`src/rtl/bw_pkg.sv`:
```
package bw_pkg;
   // Sign-extend an N-bit operand into a W-bit container.
   function automatic logic [63:0] sext64(input logic [63:0] v, input int n);
      logic [63:0] r;
      r = v;
      for (int k = 0; k < 64; k++) begin
         if (k >= n) r[k] = v[n-1];
      end
      return r;
   endfunction
endpackage

```
`src/rtl/bw_ppgen.sv`:
```
module bw_ppgen #(
   parameter int N = 4,
   localparam int W = 2 * N,
   localparam int ROWS = N + 1
) (
   input  logic [N-1:0]               x,
   input  logic [N-1:0]               y,
   output logic [ROWS-1:0][W-1:0]     rows
);
   always_comb begin
      rows = '0;
      for (int i = 0; i < N; i++) begin
         for (int j = 0; j < N; j++) begin
            logic t;
            t = x[i] & y[j];
            // invert when exactly one factor is a sign bit
            if ((i == N-1) != (j == N-1)) t = ~t;
            rows[i][i+j] = t;
         end
      end
      rows[N][N]   = 1'b1;
      rows[N][W-1] = 1'b1;
   end

   logic [W-1:0] mtx_sum;
   logic [W-1:0] ref_prod;
   always_comb begin
      mtx_sum = '0;
      for (int r = 0; r < ROWS; r++) mtx_sum = mtx_sum + rows[r];
      ref_prod = W'(bw_pkg::sext64(64'(x), N) * bw_pkg::sext64(64'(y), N));
      p_matrix_sum_r1: assert (mtx_sum == ref_prod)
         else $error("partial-product matrix sum %h, expected %h", mtx_sum, ref_prod);
   end
endmodule

```
`src/rtl/bw_csa_array.sv`:
```
module bw_csa_array #(
   parameter int W = 8,
   parameter int ROWS = 5
) (
   input  logic [ROWS-1:0][W-1:0] rows,
   output logic [W-1:0]           sum_row,
   output logic [W-1:0]           cry_row
);
   generate
      if (ROWS < 3) begin : g_bad_rows
         $error("bw_csa_array needs at least three rows");
      end
   endgenerate

   logic [ROWS-2:0][W-1:0] ss;
   logic [ROWS-2:0][W-1:0] cc;

   assign ss[0] = rows[0];
   assign cc[0] = rows[1];

   generate
      for (genvar k = 1; k <= ROWS-2; k++) begin : g_stage
         logic [W-1:0] din;
         logic [W-1:0] maj;
         assign din   = rows[k+1];
         assign ss[k] = ss[k-1] ^ cc[k-1] ^ din;
         assign maj   = (ss[k-1] & cc[k-1]) | (ss[k-1] & din) | (cc[k-1] & din);
         assign cc[k] = {maj[W-2:0], 1'b0};
      end
   endgenerate

   assign sum_row = ss[ROWS-2];
   assign cry_row = cc[ROWS-2];

   logic [W-1:0] in_total;
   always_comb begin
      in_total = '0;
      for (int r = 0; r < ROWS; r++) in_total = in_total + rows[r];
      p_csa_keeps_sum_r1: assert (W'(sum_row + cry_row) == in_total)
         else $error("carry-save rows sum %h, inputs sum %h", W'(sum_row + cry_row), in_total);
   end
endmodule

```
`src/rtl/bw_cpa.sv`:
```
module bw_cpa #(
   parameter int W = 8,
   parameter bit RIPPLE = 1'b1
) (
   input  logic [W-1:0] a,
   input  logic [W-1:0] b,
   output logic [W-1:0] s
);
   generate
      if (RIPPLE) begin : g_ripple
         logic [W-1:0] cy;
         assign cy[0] = 1'b0;
         for (genvar g = 0; g < W; g++) begin : g_fa
            assign s[g] = a[g] ^ b[g] ^ cy[g];
            if (g < W-1) begin : g_carry
               assign cy[g+1] = (a[g] & b[g]) | (a[g] & cy[g]) | (b[g] & cy[g]);
            end
         end
      end else begin : g_behav
         assign s = a + b;
      end
   endgenerate

   always_comb begin
      p_cpa_sum_r1: assert (s == W'(a + b))
         else $error("final adder gave %h for %h + %h", s, a, b);
   end
endmodule

```
`src/rtl/bw_mult.sv`:
```
module bw_mult #(
   parameter int N = 4,
   parameter bit CPA_RIPPLE = 1'b1,
   localparam int W = 2 * N,
   localparam int ROWS = N + 1
) (
   input  logic [N-1:0] op_x,
   input  logic [N-1:0] op_y,
   output logic [W-1:0] prod
);
   generate
      if (N < 2 || N > 32) begin : g_bad_width
         $error("bw_mult: N must lie in 2..32");
      end
   endgenerate

   logic [ROWS-1:0][W-1:0] pp_rows;
   logic [W-1:0] sum_row;
   logic [W-1:0] cry_row;

   bw_ppgen #(.N(N)) u_ppgen (
      .x    (op_x),
      .y    (op_y),
      .rows (pp_rows)
   );

   bw_csa_array #(.W(W), .ROWS(ROWS)) u_csa (
      .rows    (pp_rows),
      .sum_row (sum_row),
      .cry_row (cry_row)
   );

   bw_cpa #(.W(W), .RIPPLE(CPA_RIPPLE)) u_cpa (
      .a (sum_row),
      .b (cry_row),
      .s (prod)
   );

   always_comb begin
      if (op_x != '0 && op_y != '0) begin
         p_sign_r5: assert (prod[W-1] == (op_x[N-1] ^ op_y[N-1]))
            else $error("product sign %b for operand signs %b %b", prod[W-1], op_x[N-1], op_y[N-1]);
      end
      if (op_x == '0 || op_y == '0) begin
         p_zero_r4: assert (prod == '0)
            else $error("nonzero product %h with a zero operand", prod);
      end
   end
endmodule

```
`config.mk`:
```
export PLATFORM = sky130hd
export DESIGN_NAME = bw_mult
export DESIGN_NICKNAME = d
export VERILOG_FILES = /design/src/rtl/bw_pkg.sv /design/src/rtl/bw_ppgen.sv /design/src/rtl/bw_csa_array.sv /design/src/rtl/bw_cpa.sv /design/src/rtl/bw_mult.sv
export SDC_FILE = /design/constraint.sdc
export NUM_CORES = 1
export LEC_CHECK = 0
export BUFFER_PORTS_ARGS = -buffer_cell sky130_fd_sc_hd__buf_2
export CORE_AREA = 2 2 39 41
export DETAILED_ROUTE_END_ITERATION = 10
export DIE_AREA = 0 0 41 43
export PLACE_DENSITY_LB_ADDON = 0.1
export SETUP_SLACK_MARGIN = 0.3
export SYNTH_ARGS = -nofsm -noshare
export SYNTH_HDL_FRONTEND = slang
export SYNTH_SLANG_ARGS = --single-unit
```
`constraint.sdc`:
```
create_clock -name vclk -period 6.13
set_input_delay 1.226 -clock vclk [all_inputs]
set_output_delay 1.226 -clock vclk [all_outputs]
set_load 0.005 [all_outputs]
```
# Word-level counts from Yosys, hierarchy flattened
# Index checks and enable logic that the tools add are counted.
# word_totals
register_bits,0
latchBits,0
ram_bits,0
mem_bits_ro,0
in_bits,8
output_inout_bits,8
elab_cells,80
memories,0
# classes
n_addsub,0
mul,0
n_div,0
n_lt_le_gt_ge,0
n_eq_ne,0
shifts,0
mux,0
bitwise_logic,80
reduce_logical,0
# ops
cell,n
$and A1 B1 Y1,32
$and A7 B7 Y7,4
$or A7 B7 Y7,3
$xor A8 B8 Y8,2
$or A7 B5 Y7,2
$xor A1 B1 Y1,13
$or A1 B1 Y1,10
$xor A8 B7 Y8,1
$or A7 B6 Y7,1
$and A4 B6 Y6,1
$and A5 B6 Y6,1
$not A1 Y1,6
$xor A5 B6 Y6,1
$and A4 B5 Y5,1
$xor A4 B5 Y5,1
$not A2 Y2,1

# Logic depth before layout (Yosys ltp)
# Gate-level depths: netlist (run 1).
# depth
ltp_word,28
depth_mapped,10
ltp_nobuf,10

# Modules after synthesis
# Synthesis (run 1) repeated with hierarchy kept, for this count alone.
# unflattened
cells_unflattened,85
area_unflattened_um2,938.4
# modules_own_cells
mod,n_inst,cells_per_inst,area_each_um2,seq_area_each_um2
bw_csa_array,1,35,509.2,0.0
bw_ppgen,1,42,272.8,0.0
bw_cpa,1,8,156.4,0.0

# Worst setup path after synthesis (run 1)
# OpenSTA, ideal clock, no wires.
# synth_timing
path_type,input-to-output
startpoint,input op_y[2]
endpoint,output prod[7]
arrival_ps,3671
t_required_ps,4904
path_slack_ps,1233
cell_stages,10
path_buffers,0
cell_sequence,and2_1 fa_1 inv_1 fa_1 ha_1 inv_1 ha_1 fa_1 fa_1 xnor2_1
# synth_between
elab_chain_len,22
word_cells_on_any_way,50
cone_classes,bitwise (50)
# synth_lines
element,line,rtl
from (decl),bw_mult.sv:8,"input logic [N-1:0] op_y,"
$and A1 B1 Y1,bw_ppgen.sv:15,t = x[i] & y[j];
$xor A4 B5 Y5,bw_csa_array.sv:26,assign ss[k] = ss[k-1] ^ cc[k-1] ^ din;
$xor A5 B6 Y6,bw_csa_array.sv:26,
$xor A8 B8 Y8,bw_csa_array.sv:26,
$xor A8 B7 Y8,bw_csa_array.sv:26,
$xor A8 B8 Y8,bw_csa_array.sv:26,
$and A1 B1 Y1,bw_cpa.sv:16,assign cy[g+1] = (a[g] & b[g]) | (a[g] & cy[g]) | (b[g] & cy[g]);
$or A1 B1 Y1 (2 in a row),bw_cpa.sv:16,
$and A1 B1 Y1,bw_cpa.sv:16,
$or A1 B1 Y1 (2 in a row),bw_cpa.sv:16,
$and A1 B1 Y1,bw_cpa.sv:16,
$or A1 B1 Y1 (2 in a row),bw_cpa.sv:16,
$and A1 B1 Y1,bw_cpa.sv:16,
$or A1 B1 Y1 (2 in a row),bw_cpa.sv:16,
$and A1 B1 Y1,bw_cpa.sv:16,
$or A1 B1 Y1 (2 in a row),bw_cpa.sv:16,
$xor A1 B1 Y1 (*),bw_cpa.sv:14,assign s[g] = a[g] ^ b[g] ^ cy[g];
to (decl),bw_mult.sv:9,output logic [W-1:0] prod
# Mark *: on every way between the ends. The rest lies on a longest branch, timed or not.

# Worst setup path in the final report (run 1)
# Same ends and word-level chain as after synthesis.

==> results.cfg, run 1 <==
[status]
status = completed

[timing]
rsz0062_at_grt = no
finalHoldViolCount = 0
slew_headroom = 0.933
maxSlewViolCount = 0
timing.fmax_ghz = 0.193
finalSetupViolations = 0
tns_ns = 0
period_minus_slack_ns = 5.17
worst_pin_slew_ns = 0.100
fin_crit_sh = 0.844

[worst_hold_path]
hold_start = op_y[0]
hold_path_class = in -> out

[cts]
ctsHoldBuffers = 0
cts_setup_buffers = 0
ctsResizeCount = 0

[detailed_routing]
first_iter_violations = 3
wl_um = 633
vias_per_cell = 4.19
drtAntennaViolNets = 0
first_pass_iters = 2
route.detailed.drc = 0
num_vias = 293
wl_per_cell_um = 9.04

[worst_setup_path]
worstSetupPathType = in -> out
crit_buf_inv = 4
cp.required_ns = 4.90
critPathTopFamily = adder cells
start_kind = input port
cp_max_fo = 4
critPathLaunch = op_y[2]
critical-path-slowest-cell = fa_1
endpoint_kind = output pin
critPathArrivalTime_ns = 3.95
crit_top_cell = fa_1
path_cells = buf_2 > and2_1 > fa_1 > inv_1 > fa_1 > ha_1 > inv_1 > ha_1 > fa_1 > fa_1 > xnor2_1 > buf_2
slowest_delay_ns = 0.41

[global_route]
grt.met1_usage = 0.0945
top_usage_layer = met2
grt_pass1_vias = 286
overflow = 0
grtUsageMet3 = 0.00524
gr-usage-met2 = 0.156
antenna_found_initial = 0
grt_pass1_wl_mm = 1.04
grt_max_degree = 5
grt_usage = 0.0806

[finish]
drive_above_1_share = 0.296
regArea_um2 = 0
seq_cell_count = 0
areaGrowthSynthToFinish_pct = 27.9
finalInstanceArea_um2 = 459
antenna-diode-count = 0
nClkBuffers = 0
nNetsFinal = 79
fin_util = 0.332

[die]
dieHeight_um = 43
dieArea_um2 = 1760
rows = 14
core_area_um2 = 1380
die_x_um = 41
pin_count = 16
start_util = 0.259

[placement]
numPortBuffers = 16
routabilityCongestion = 0.681
place_area_um2 = 459
hpwl_um = 628

[run]
drv_cap = 0

[power_and_ir_drop]
total_power_mw = 0.0553
p_leak_nw = 0.257
power_density_nw_per_um2 = 120
peakVddDrop_v = 0.0000272

[yosys]
synth_fp_nets = 61
postSynthCellCount = 38
seq_area_frac_synth = 0
synth_cell_type_count = 6
synth_warnings = 0
avgSynthCellArea_um2 = 9.45
syn_area_um2 = 359
==> layout make-up <==
type | count | area [um2]
Fill cell | 149 | 925
Multi-Input combinational cell | 32 | 337
Inverter | 6 | 22.5
Tap cell | 16 | 20.0
Timing Repair Buffer | 16 | 80.1
==> path summary, 6_finish.rpt <==
path | depth (start not counted) | endpoint | slack (ns)
setup / recovery | 12 | prod[7] | 0.96
hold / removal | 3 | prod[0] | 2.76
==> where the power goes <==
part	total, mW	internal, mW	switching (mW)
logic	0.0553	0.0289	0.0264
clock network	0	0	0
registers	0	0	0
==> through the flow <==
step	std cells	setup slack [ns]	hold WS, ns
after detailed placement	70	0.927	2.76
final	70	0.958	2.76
after CTS	70	0.920	2.76
after floorplan	38	1.23	2.56
after global routing	70	0.789	2.79
after global placement	70	0.937	2.77
==> Yosys cell counts (all sizes together) <==
library cell	n	area (um2)
and2	11	68.8
fa	7	140
ha	8	100
inv	6	22.5
nand2	5	18.8
xnor2	1	8.76
==> logic make-up (layout without fill, tap and decap cells) <==
| kind of cell | Yosys count | count (layout) | share of synthesized area |
|---|---|---|---|
| buffers and inverters | 6 | 22 | 0.0627 |
| xor gates and xnor gates | 1 | 1 | 0.0244 |
| and+or+nand+nor | 16 | 16 | 0.244 |
| adders and majority gates | 15 | 15 | 0.669 |
==> layout by cell type (no fill, tap or decap), drive strengths merged <==
master and count:
xnor2 1, nand2 5, ha 8, and2 11, buf 16, fa 7, inv 6
==> layer usage <==
metal	wire length [um]	part of all wire	vias to the layer above
met5	0	0	-
met4	0	0	0
met3	44	0.070	0
met2	294	0.46	9
met1	293	0.46	136
li1	-	-	148
No activity file was read; power rests on OpenSTA's default activity.
==> inputs of run 2 (changes only) <==
==> constraint.sdc (replaced) <==
create_clock -name vclk -period 4.87
set_input_delay 0.974 -clock vclk [all_inputs]
set_output_delay 0.974 -clock vclk [all_outputs]
set_load 0.005 [all_outputs]
==> run 2 against run 1 <==
Against the previous run: worst hold slack got worse by 0.49 ns; critical path depth decreased by 3; global-route usage increased by 0.31 points; combinational power increased by 49%; critical endpoint is now prod[6]; largest cell class unchanged.
==> results.cfg, run 2 (synthesized netlist as in run 1, its figures left out) <==
[worst_setup_path]
critical-path-slowest-cell = fa_2
crit_end = prod[6]
slowest_delay_ns = 0.55
cp.required_ns = 3.90
start_kind = input port
critPathArrivalTime_ns = 3.53
worstSetupPathType = in -> out
endpoint_kind = output pin
cp_max_fo = 4
path_cells = buf_8 > and2_4 > fa_2 > fa_1 > ha_2 > ha_4 > fa_2 > fa_2 > buf_2
critPathLaunch = op_x[1]
crit_top_cell = fa_2

[worst_hold_path]
hold_path_class = in -> out
hold_start = op_y[0]

[power_and_ir_drop]
peakVddDrop_v = 0.0000439
switchingPower_mw = 0.0376
total_power_mw = 0.0824
clock_power_share = 0
p_leak_nw = 0.272
internal-power_mw = 0.0448
pwr-share-seq = 0
switching_share = 0.457
combPwrFrac = 1.000
power_density_nw_per_um2 = 155

[detailed_routing]
drtAntennaViolNets = 0
vias_per_cell = 4.14
first_pass_iters = 1
first_iter_violations = 0
num_vias = 294
wl_um = 621
wl_per_cell_um = 8.75
route.detailed.drc = 0
met3_length_um = 29
wl_met1_um = 306
top_layer_used = met3
dr_wl_met2_um = 285

[die]
start_util = 0.259
core_area_um2 = 1380
rows = 14
pin_count = 16
die_x_um = 41
dieArea_um2 = 1760
dieHeight_um = 43

[run]
drv_cap = 0

[placement]
hpwl_um = 591
numPortBuffers = 16
dpl_worst_slack_ns = 0.197
routabilityCongestion = 0.633

[finish]
fill_cells = 157
layout_commonest_cell = buf_2
seq_cell_count = 0
nClkBuffers = 0
mostFrequentLayoutCells = buf_2, and2_1, ha_1
nNetsFinal = 80
areaGrowthSynthToFinish_pct = 48.4
drive_above_1_share = 0.509
regArea_um2 = 0
antenna-diode-count = 0

[timing]
period_minus_slack_ns = 4.51
worst_pin_slew_ns = 0.104
rsz0062_at_grt = yes
finalHoldViolCount = 0
slew_headroom = 0.931
timing.fmax_ghz = 0.222
finalSetupViolations = 0
worst_slack_ns = 0.364
fin_crit_sh = 0.925
tns_ns = 0
maxSlewViolCount = 0

[global_route]
antenna_found_initial = 0
grt_pass1_vias = 269
overflow = 0
grt_usage = 0.0838
grt_pass1_wl_mm = 1.10
grt_max_degree = 5

[status]
status = completed

[cts]
ctsHoldBuffers = 0
-- run 2: worst min path at each step --
stage                         end  cells after the start
after floorplan           prod[0]                      1
after CTS                 prod[0]                      3
final                     prod[0]                      3
after detailed placement  prod[0]                      3
after global routing      prod[0]                      3
after global placement    prod[0]                      3
-- run 2: area by class of cell --
| type | instances | area, um2 | share of cell area |
|---|---|---|---|
| Timing Repair Buffer | 17 | 116 | 0.218 |
| Tap cell | 16 | 20.0 | 0.0376 |
| Multi-Input combinational cell | 32 | 374 | 0.702 |
| Inverter | 6 | 22.5 | 0.0423 |
-- run 2: critical path: cells and delay by family --
family / cells / cell delay (ns)
adder cells (fa/ha/maj): 6 / 2.20
buffers and inverters: 2 / 0.20
AND/OR/NAND/NOR: 1 / 0.15
-- run 2: power groups by stage --
stage / sequential, mW / combinational (mW) / clock, mW
floorplan: 0 / 0.0445 / 0
global placement: 0 / 0.0722 / 0
detailed placement: 0 / 0.0712 / 0
CTS: 0 / 0.0737 / 0
global route: 0 / 0.0995 / 0
finish: 0 / 0.0824 / 0
-- run 2: metrics by stage --
step / utilization / instance area (um2) / cells / hold slack (ns)
after floorplan: - / 359 / 38 / 2.06
after global placement: 0.332 / 459 / 70 / 2.26
after detailed placement: 0.332 / 459 / 70 / 2.27
after CTS: 0.343 / 474 / 70 / 2.27
after global routing: 0.385 / 533 / 71 / 2.33
final: 0.385 / 533 / 71 / 2.27
-- run 2: repair_timing --
| action | 4_1_cts | 5_1_grt |
|---|---|---|
| setup endpoints to repair | 2 | 2 |
| gates resized for setup | 6 | 13 |
| setup buffers | 0 | 1 |
| pin swaps | 6 | 11 |
-- run 2: layer usage --
metal | GRT usage | vias up
li1 | - | 150
met1 | 0.147 | 135
met2 | 0.119 | 9
met3 | 0 | 0
met4 | 0 | 0
met5 | 0 | -
